$ cat config.mk
export PLATFORM = sky130hd
export DESIGN_NAME = sreg_loader
export DESIGN_NICKNAME = d
export VERILOG_FILES = /design/src/rtl/sreg_pkg.sv /design/src/rtl/sreg_sync_edge.sv /design/src/rtl/sreg_frame_shifter.sv /design/src/rtl/sreg_bank.sv /design/src/rtl/sreg_loader.sv
export SDC_FILE = /design/constraint.sdc
export NUM_CORES = 1
export LEC_CHECK = 0
export BUFFER_PORTS_ARGS = -buffer_cell sky130_fd_sc_hd__buf_4
export CAP_MARGIN = 5
export CORE_ASPECT_RATIO = 0.8
export CORE_UTILIZATION = 31
export CTS_BUF_LIST = sky130_fd_sc_hd__clkbuf_8 sky130_fd_sc_hd__clkbuf_16
export DETAILED_ROUTE_END_ITERATION = 10
export GPL_TIMING_DRIVEN = 0
export PLACE_DENSITY = 0.51
export RECOVER_POWER = 50
export SYNTH_ARGS = -nofsm -noshare
export SYNTH_HDL_FRONTEND = slang
export SYNTH_HIERARCHICAL = 1
export SYNTH_SLANG_ARGS = --single-unit
$ cat constraint.sdc
create_clock -name clk -period 4.7 [get_ports clk]
set_input_delay 0.47 -clock clk [delete_from_list [all_inputs] [get_ports clk]]
set_output_delay 0.47 -clock clk [all_outputs]
set_load 0.01 [all_outputs]
$ cat src/rtl/sreg_pkg.sv
package sreg_pkg;
  localparam int CHAN_N    = 12;
  localparam int CODE_W    = 10;
  localparam int ADDR_W    = 5;
  localparam int FRAME_W   = 2 + ADDR_W + CODE_W;
  localparam int CNT_W     = $clog2(FRAME_W + 1);
  localparam int TEST_BIT  = FRAME_W - 1;
  localparam int OSC_BIT   = FRAME_W - 2;
  localparam int ADDR_LSB  = CODE_W;
  localparam int CTRL_ADDR = CHAN_N;
  localparam logic [CODE_W-1:0] MAGIC = 10'h2A0;

  typedef logic [FRAME_W-1:0] frame_t;
  typedef logic [CODE_W-1:0]  code_t;
  typedef logic [ADDR_W-1:0]  addr_t;
endpackage

$ cat src/rtl/sreg_sync_edge.sv
module sreg_sync_edge #(
  parameter int W      = 3,
  parameter int STAGES = 2
) (
  input  logic         clk,
  input  logic         rst_n,
  input  logic [W-1:0] async_in,
  output logic [W-1:0] sync_out,
  output logic [W-1:0] rise
);
  logic [W-1:0] stage_q [STAGES];
  logic [W-1:0] prev_q;

  generate
    for (genvar s = 0; s < STAGES; s++) begin : g_stage
      if (s == 0) begin : g_first
        always_ff @(posedge clk or negedge rst_n)
          if (!rst_n) stage_q[s] <= '0;
          else        stage_q[s] <= async_in;
      end else begin : g_next
        always_ff @(posedge clk or negedge rst_n)
          if (!rst_n) stage_q[s] <= '0;
          else        stage_q[s] <= stage_q[s-1];
      end
    end
  endgenerate

  always_ff @(posedge clk or negedge rst_n)
    if (!rst_n) prev_q <= '0;
    else        prev_q <= stage_q[STAGES-1];

  assign sync_out = stage_q[STAGES-1];
  assign rise     = stage_q[STAGES-1] & ~prev_q;
endmodule

$ cat src/rtl/sreg_frame_shifter.sv
module sreg_frame_shifter
  import sreg_pkg::*;
(
  input  logic   clk,
  input  logic   rst_n,
  input  logic   shift_en,
  input  logic   bit_in,
  input  logic   clear,
  output frame_t frame,
  output logic   full
);
  logic [CNT_W-1:0] cnt_q;

  always_ff @(posedge clk or negedge rst_n) begin
    if (!rst_n) begin
      frame <= '0;
      cnt_q <= '0;
    end else if (clear) begin
      cnt_q <= '0;
    end else if (shift_en) begin
      frame <= {frame[FRAME_W-2:0], bit_in};
      if (cnt_q != CNT_W'(FRAME_W)) cnt_q <= cnt_q + 1'b1;
    end
  end

  assign full = (cnt_q == CNT_W'(FRAME_W));
endmodule

$ cat src/rtl/sreg_bank.sv
module sreg_bank
  import sreg_pkg::*;
(
  input  logic                     clk,
  input  logic                     rst_n,
  input  logic                     commit,
  input  frame_t                   frame,
  output logic [CHAN_N*CODE_W-1:0] chan_code,
  output logic                     osc_ext,
  output logic                     dac_force
);
  logic  test_b;
  addr_t addr;
  code_t data;
  logic  take;

  assign test_b = frame[TEST_BIT];
  assign addr   = frame[ADDR_LSB +: ADDR_W];
  assign data   = frame[CODE_W-1:0];
  assign take   = commit && !test_b;

  generate
    for (genvar i = 0; i < CHAN_N; i++) begin : g_chan
      always_ff @(posedge clk or negedge rst_n)
        if (!rst_n)
          chan_code[i*CODE_W +: CODE_W] <= '0;
        else if (take && addr == ADDR_W'(i))
          chan_code[i*CODE_W +: CODE_W] <= data;
    end
  endgenerate

  always_ff @(posedge clk or negedge rst_n) begin
    if (!rst_n) begin
      osc_ext   <= 1'b0;
      dac_force <= 1'b0;
    end else if (take) begin
      osc_ext <= frame[OSC_BIT];
      if (addr == ADDR_W'(CTRL_ADDR)) dac_force <= (data == MAGIC);
    end
  end
endmodule

$ cat src/rtl/sreg_loader.sv
module sreg_loader
  import sreg_pkg::*;
(
  input  logic                     clk,
  input  logic                     rst_n,
  input  logic                     ser_clk,
  input  logic                     ser_latch,
  input  logic                     ser_din,
  output logic [CHAN_N*CODE_W-1:0] chan_code,
  output logic                     osc_ext,
  output logic                     dac_force
);
  logic [2:0] sync_v;
  logic [2:0] rise_v;
  logic       lat_rise;
  logic       sck_rise;
  logic       shift_en;
  logic       frame_full;
  frame_t     frame_q;

  sreg_sync_edge #(.W(3), .STAGES(2)) u_sync (
    .clk      (clk),
    .rst_n    (rst_n),
    .async_in ({ser_din, ser_latch, ser_clk}),
    .sync_out (sync_v),
    .rise     (rise_v)
  );

  assign sck_rise = rise_v[0];
  assign lat_rise = rise_v[1];
  assign shift_en = sck_rise && !sync_v[1];

  sreg_frame_shifter u_shift (
    .clk      (clk),
    .rst_n    (rst_n),
    .shift_en (shift_en),
    .bit_in   (sync_v[2]),
    .clear    (lat_rise),
    .frame    (frame_q),
    .full     (frame_full)
  );

  sreg_bank u_bank (
    .clk       (clk),
    .rst_n     (rst_n),
    .commit    (lat_rise && frame_full),
    .frame     (frame_q),
    .chan_code (chan_code),
    .osc_ext   (osc_ext),
    .dac_force (dac_force)
  );
endmodule

After elaboration in Yosys (flattened, before gate mapping)
Cells that the tools add are included.
{"block": "word_totals", "reg_bits": 152, "input_bits": 5, "output_inout_bits": 122, "elab_cells": 64}
{"block": "op_classes", "add_sub_neg": 1, "eq_ne": 15, "mux": 3, "bitwise": 3, "n_reduce_logical": 23}
{"op": "$eq A5 B4 Y1 const B", "count": 5}
{"op": "$eq A5 B3 Y1 const B", "count": 4}
{"op": "$logic_and A1 B1 Y1", "count": 15}
{"op": "$mux W5", "count": 3}
{"op": "$eq A10 B10 Y1 const B", "count": 1}
{"op": "$eq A5 B2 Y1 const B", "count": 2}
{"op": "$reduce_and A2 Y1", "count": 3}
{"op": "$add A5 B1 Y5 const B", "count": 1}
{"op": "$eq A5 B1 Y1 const B", "count": 1}
{"op": "$eq A5 B5 Y1 const B", "count": 1}
{"op": "$logic_not A5 Y1", "count": 1}
{"op": "$ne A5 B5 Y1 const B", "count": 1}
{"op": "$reduce_bool A2 Y1", "count": 2}
{"op": "$and A2 B2 Y2", "count": 1}
{"op": "$logic_not A1 Y1", "count": 2}
{"op": "$not A2 Y2", "count": 1}
{"op": "$not A1 Y1", "count": 1}

Longest topological paths before layout
{"block": "depth", "word_depth": 5, "mapped_depth": 8, "ltp_nobuf": 7}

By module
The synthesis kept the hierarchy.
{"mod": "sreg_bank", "n_inst": 1, "cells_per_inst": 281, "area_each_um2": 4814.6, "seq_area_each_um2": 3052.9}
{"mod": "sreg_frame_shifter", "n_inst": 1, "cells_per_inst": 63, "area_each_um2": 968.4, "seq_area_each_um2": 550.5}
{"mod": "sreg_sync_edge", "n_inst": 1, "cells_per_inst": 15, "area_each_um2": 289.0, "seq_area_each_um2": 225.2}
{"mod": "sreg_loader", "n_inst": 1, "cells_per_inst": 2, "area_each_um2": 20.0, "seq_area_each_um2": 0.0}

Worst setup path after synthesis
OpenSTA, ideal clock, no wires.
{"block": "synth_timing", "kind": "reg-to-reg", "start": "register u_shift.cnt_q[1]", "end": "register u_bank.chan_code[110]", "setup_time_ns": 0.125, "t_arrival_ns": 1.879, "required_time_ns": 4.575, "setup_slack_ns": 2.697, "path_stages_with_launch": 9, "n_path_buf": 1, "synth_period_minus_slack_ns": 2.003, "path_cell_list": "dfrtp_1 -> inv_1 -> ha_1 -> and4bb_4 -> and2_1 -> nor3b_4 -> and4_4 -> buf_6 -> mux2_2"}
{"block": "synth_between", "elab_chain_len": 4}
{"item": "start, declared", "line": "sreg_frame_shifter.sv:12", "source": "logic [CNT_W-1:0] cnt_q;"}
{"item": "start signal, assigned", "line": "sreg_frame_shifter.sv:22", "source": "if (cnt_q != CNT_W'(FRAME_W)) cnt_q <= cnt_q + 1'b1;"}
{"item": "$eq A5 B5 Y1", "line": "sreg_frame_shifter.sv:26", "source": "assign full = (cnt_q == CNT_W'(FRAME_W));"}
{"item": "net frame_full", "line": "sreg_loader.sv:18", "source": "logic frame_full;"}
{"item": "$logic_and A1 B1 Y1", "line": "sreg_loader.sv:46", "source": ".commit (lat_rise && frame_full),"}
{"item": "$logic_and A1 B1 Y1", "line": "sreg_bank.sv:20", "source": "assign take = commit && !test_b;"}
{"item": "$logic_and A1 B1 Y1", "line": "sreg_bank.sv:27", "source": "else if (take && addr == ADDR_W'(i))"}
{"item": "end signal, assigned by index", "line": "sreg_bank.sv:28", "source": "chan_code[i*CODE_W +: CODE_W] <= data;"}
{"item": "end, declared", "line": "sreg_bank.sv:8", "source": "output logic [CHAN_N*CODE_W-1:0] chan_code,"}
The timed path passes the listed nets, and every way through them passes these cells.
A chain may end at the register's enable or synchronous reset.

Worst setup path in the final report
{"block": "layout_timing", "start": "register u_shift.cnt_q[1]", "end": "register u_bank.chan_code[37]"}
The elaborated chain is that of the path after synthesis.

==> run_results.csv <==
group,metric,value,unit
run,cap_violations,1,
worst_setup_path,critPathSlowestCell,"nand4_2",
outcome,status,"complete, but fails checks",
worst_setup_path,path_cells,"inv_1, ha_1, and4bb_4, and2_1, nor3b_4, nand4_2, mux2_2",
global_routing,grt_pass1_wl,22200,um
synthesis,synth_area_per_cell,16.9,um2
sta,hold_ws,0.0474,ns
min_path,hold_path.class,"in2async",
outcome,failed_checks,"capacitance limit, slew limit",
routing,viasPerCell,4.47,
cells_and_area,syn_to_final_growth,27.3,%
clocking,cts_resized,0,
sta,max_freq,408,MHz
routing,first_pass_iters,4,
clocking,cts_tree,"done",
worst_setup_path,crit_fanout,10,
sta,setup_viol,0,
die,row_count,45,
synthesis,synth_warnings,6,
cells_and_area,fillers,1841,
clocking,clockBufferDepth,2,
power_and_ir_drop,total_leakage_power,3.88,nW
worst_setup_path,cp.required,5.00,ns
worst_setup_path,r2r-end,"u_bank/chan_code[37]",
worst_setup_path,worstSetupEndpointType,"flip-flop",
global_routing,grt_max_degree,82,
clocking,postCtsSetupBuffers,0,
worst_setup_path,rr_worst_depth,7,
sta,tightest_slew,1.99,ns
power_and_ir_drop,p_per_area,374,nW/um2
place,gp_congestion,0.705,
clocking,root_buffer,"clkbuf_16",
synthesis,netlist_instances,358,
global_routing,grt_util_all_layers,15.2,%
sta,finClkSkew,0.00766,ns
die,core_area,19000,um2
sta,fin_crit_sh,52.2,%
clocking,clk_pin_slew,0.06,ns
sta,rsz0062_at_grt,"no",
cells_and_area,final_cell_mix,"dfrtp_1, mux2_2, buf_4, clkbuf_1, clkbuf_16",
cells_and_area,layout.cells.non_filler,774,
cells_and_area,postLayoutCellArea,7700,um2
routing,vias,3459,
global_routing,antenna_found_initial,0,
worst_setup_path,crit_type,"reg2reg",
synthesis,syn-num-nets,365,
clocking,clock-sinks,152,
clocking,worstSkewPairLatency,0.42,ns
sta,hold_viol_final,0,
worst_setup_path,reg2reg_setup_slack,2.25,ns
cells_and_area,diodes,0,
die,die_h,127,um
routing,drc,0,
power_and_ir_drop,ir_drop,0.000196,V
cells_and_area,final_common_cell,"dfrtp_1",
synthesis,netlist_area,6050,um2
worst_setup_path,cp_num_buf_inv,1,
sta,layout_min_cycle_time,2.45,ns
worst_setup_path,critPathArrivalTime,2.75,ns
sta,maxSlewHeadroom,-32.8,%
worst_setup_path,path_delay_family,"simple AND/OR/NAND/NOR gates",
routing,ant_nets,0,
place,dpl_cell_area,7350,um2
sta,maxSlewViolCount,82,
sta,tns,0,ns
clocking,cts-hold-fix-buffers,0,
cells_and_area,nets,511,
worst_setup_path,worstReg2RegStart,"u_shift/cnt_q[1]",
die,dieArea,20100,um2
global_routing,overflow,0,
routing,wl,14300,um
routing,drtIter0Drc,110,
clocking,h-tree-depth,4,
place,io_buffers,126,
place,dp_hpwl,9650,um
place,place_inst,743,
routing,wl_per_cell,18.4,um
worst_setup_path,cp_slowest_stage_delay,0.52,ns
worst_setup_path,worst_setup_path_start_kind,"flip-flop",
global_routing,grt_pass1_vias,3690,
die,die_x,158,um
die,start_util,31.8,%
cells_and_area,drive_gt1_share,53.5,%
die,io_pins,127,
clocking,cts_buffers,17,
==> stage by stage <==
step	worst slack [ns]	util (%)	power, mW
global route	1.75	40.4	3.01
detailed placement	2.20	38.6	1.60
CTS	2.20	41.6	2.93
global placement	2.24	38.4	1.59
floorplan	2.70	-	1.49
finish	2.25	40.4	2.88
==> layer usage <==
metal | wire length [um] | GRT usage (%) | part of all wire, % | vias up
met5 | 0 | 0 | 0 | -
met4 | 135 | 4.92 | 0.95 | 0
met3 | 955 | 5.26 | 6.7 | 12
met2 | 6310 | 21.9 | 44 | 89
met1 | 6880 | 21.3 | 48 | 1793
li1 | - | - | - | 1565
==> sequential cells by signal (all words and copies together), names as in the netlist <==
name,cells
u_shift/frame,17
u_sync/prev_q,2
u_sync/stage_q,3
u_bank/chan_code,120
u_bank/dac_force,1
u_sync/sync_out,3
u_bank/osc_ext,1
u_shift/cnt_q,5
==> power breakdown <==
| group | internal, mW | total (mW) | leakage [nW] | switching, mW |
|---|---|---|---|---|
| clock | 0.788 | 1.32 | 0.283 | 0.528 |
| sequential | 1.34 | 1.39 | 2.10 | 0.0487 |
| combinational | 0.0511 | 0.172 | 1.50 | 0.121 |
| total | 2.18 | 2.88 | 3.88 | 0.698 |
==> how the worst max path moves through the flow <==
| stage | start | endpoint | slack (ns) | depth (start not counted) |
|---|---|---|---|---|
| after floorplan | u_shift/cnt_q[1] | u_bank/chan_code[110] | 2.70 | 8 |
| after global placement | u_shift/cnt_q[1] | u_bank/chan_code[31] | 2.24 | 7 |
| after detailed placement | u_shift/cnt_q[1] | u_bank/chan_code[37] | 2.20 | 7 |
| after CTS | u_shift/cnt_q[1] | u_bank/chan_code[36] | 2.20 | 7 |
| after global routing | rst_n | u_bank/chan_code[84] | 1.75 | 2 |
| final | u_shift/cnt_q[1] | u_bank/chan_code[37] | 2.25 | 7 |
==> layout make-up <==
class                      instances  area, um2  area share [%]
timing repair buffer             127        767            9.96
tap                              258        323            4.19
multi-input combinational        188       2110            27.4
clock buffer                      18        439            5.71
sequential                       152       3800            49.4
inverter                           1       3.75          0.0488
buffer                            17        121            1.58
clock inverter                    13        130            1.69
(Power assumes the default switching activity.)
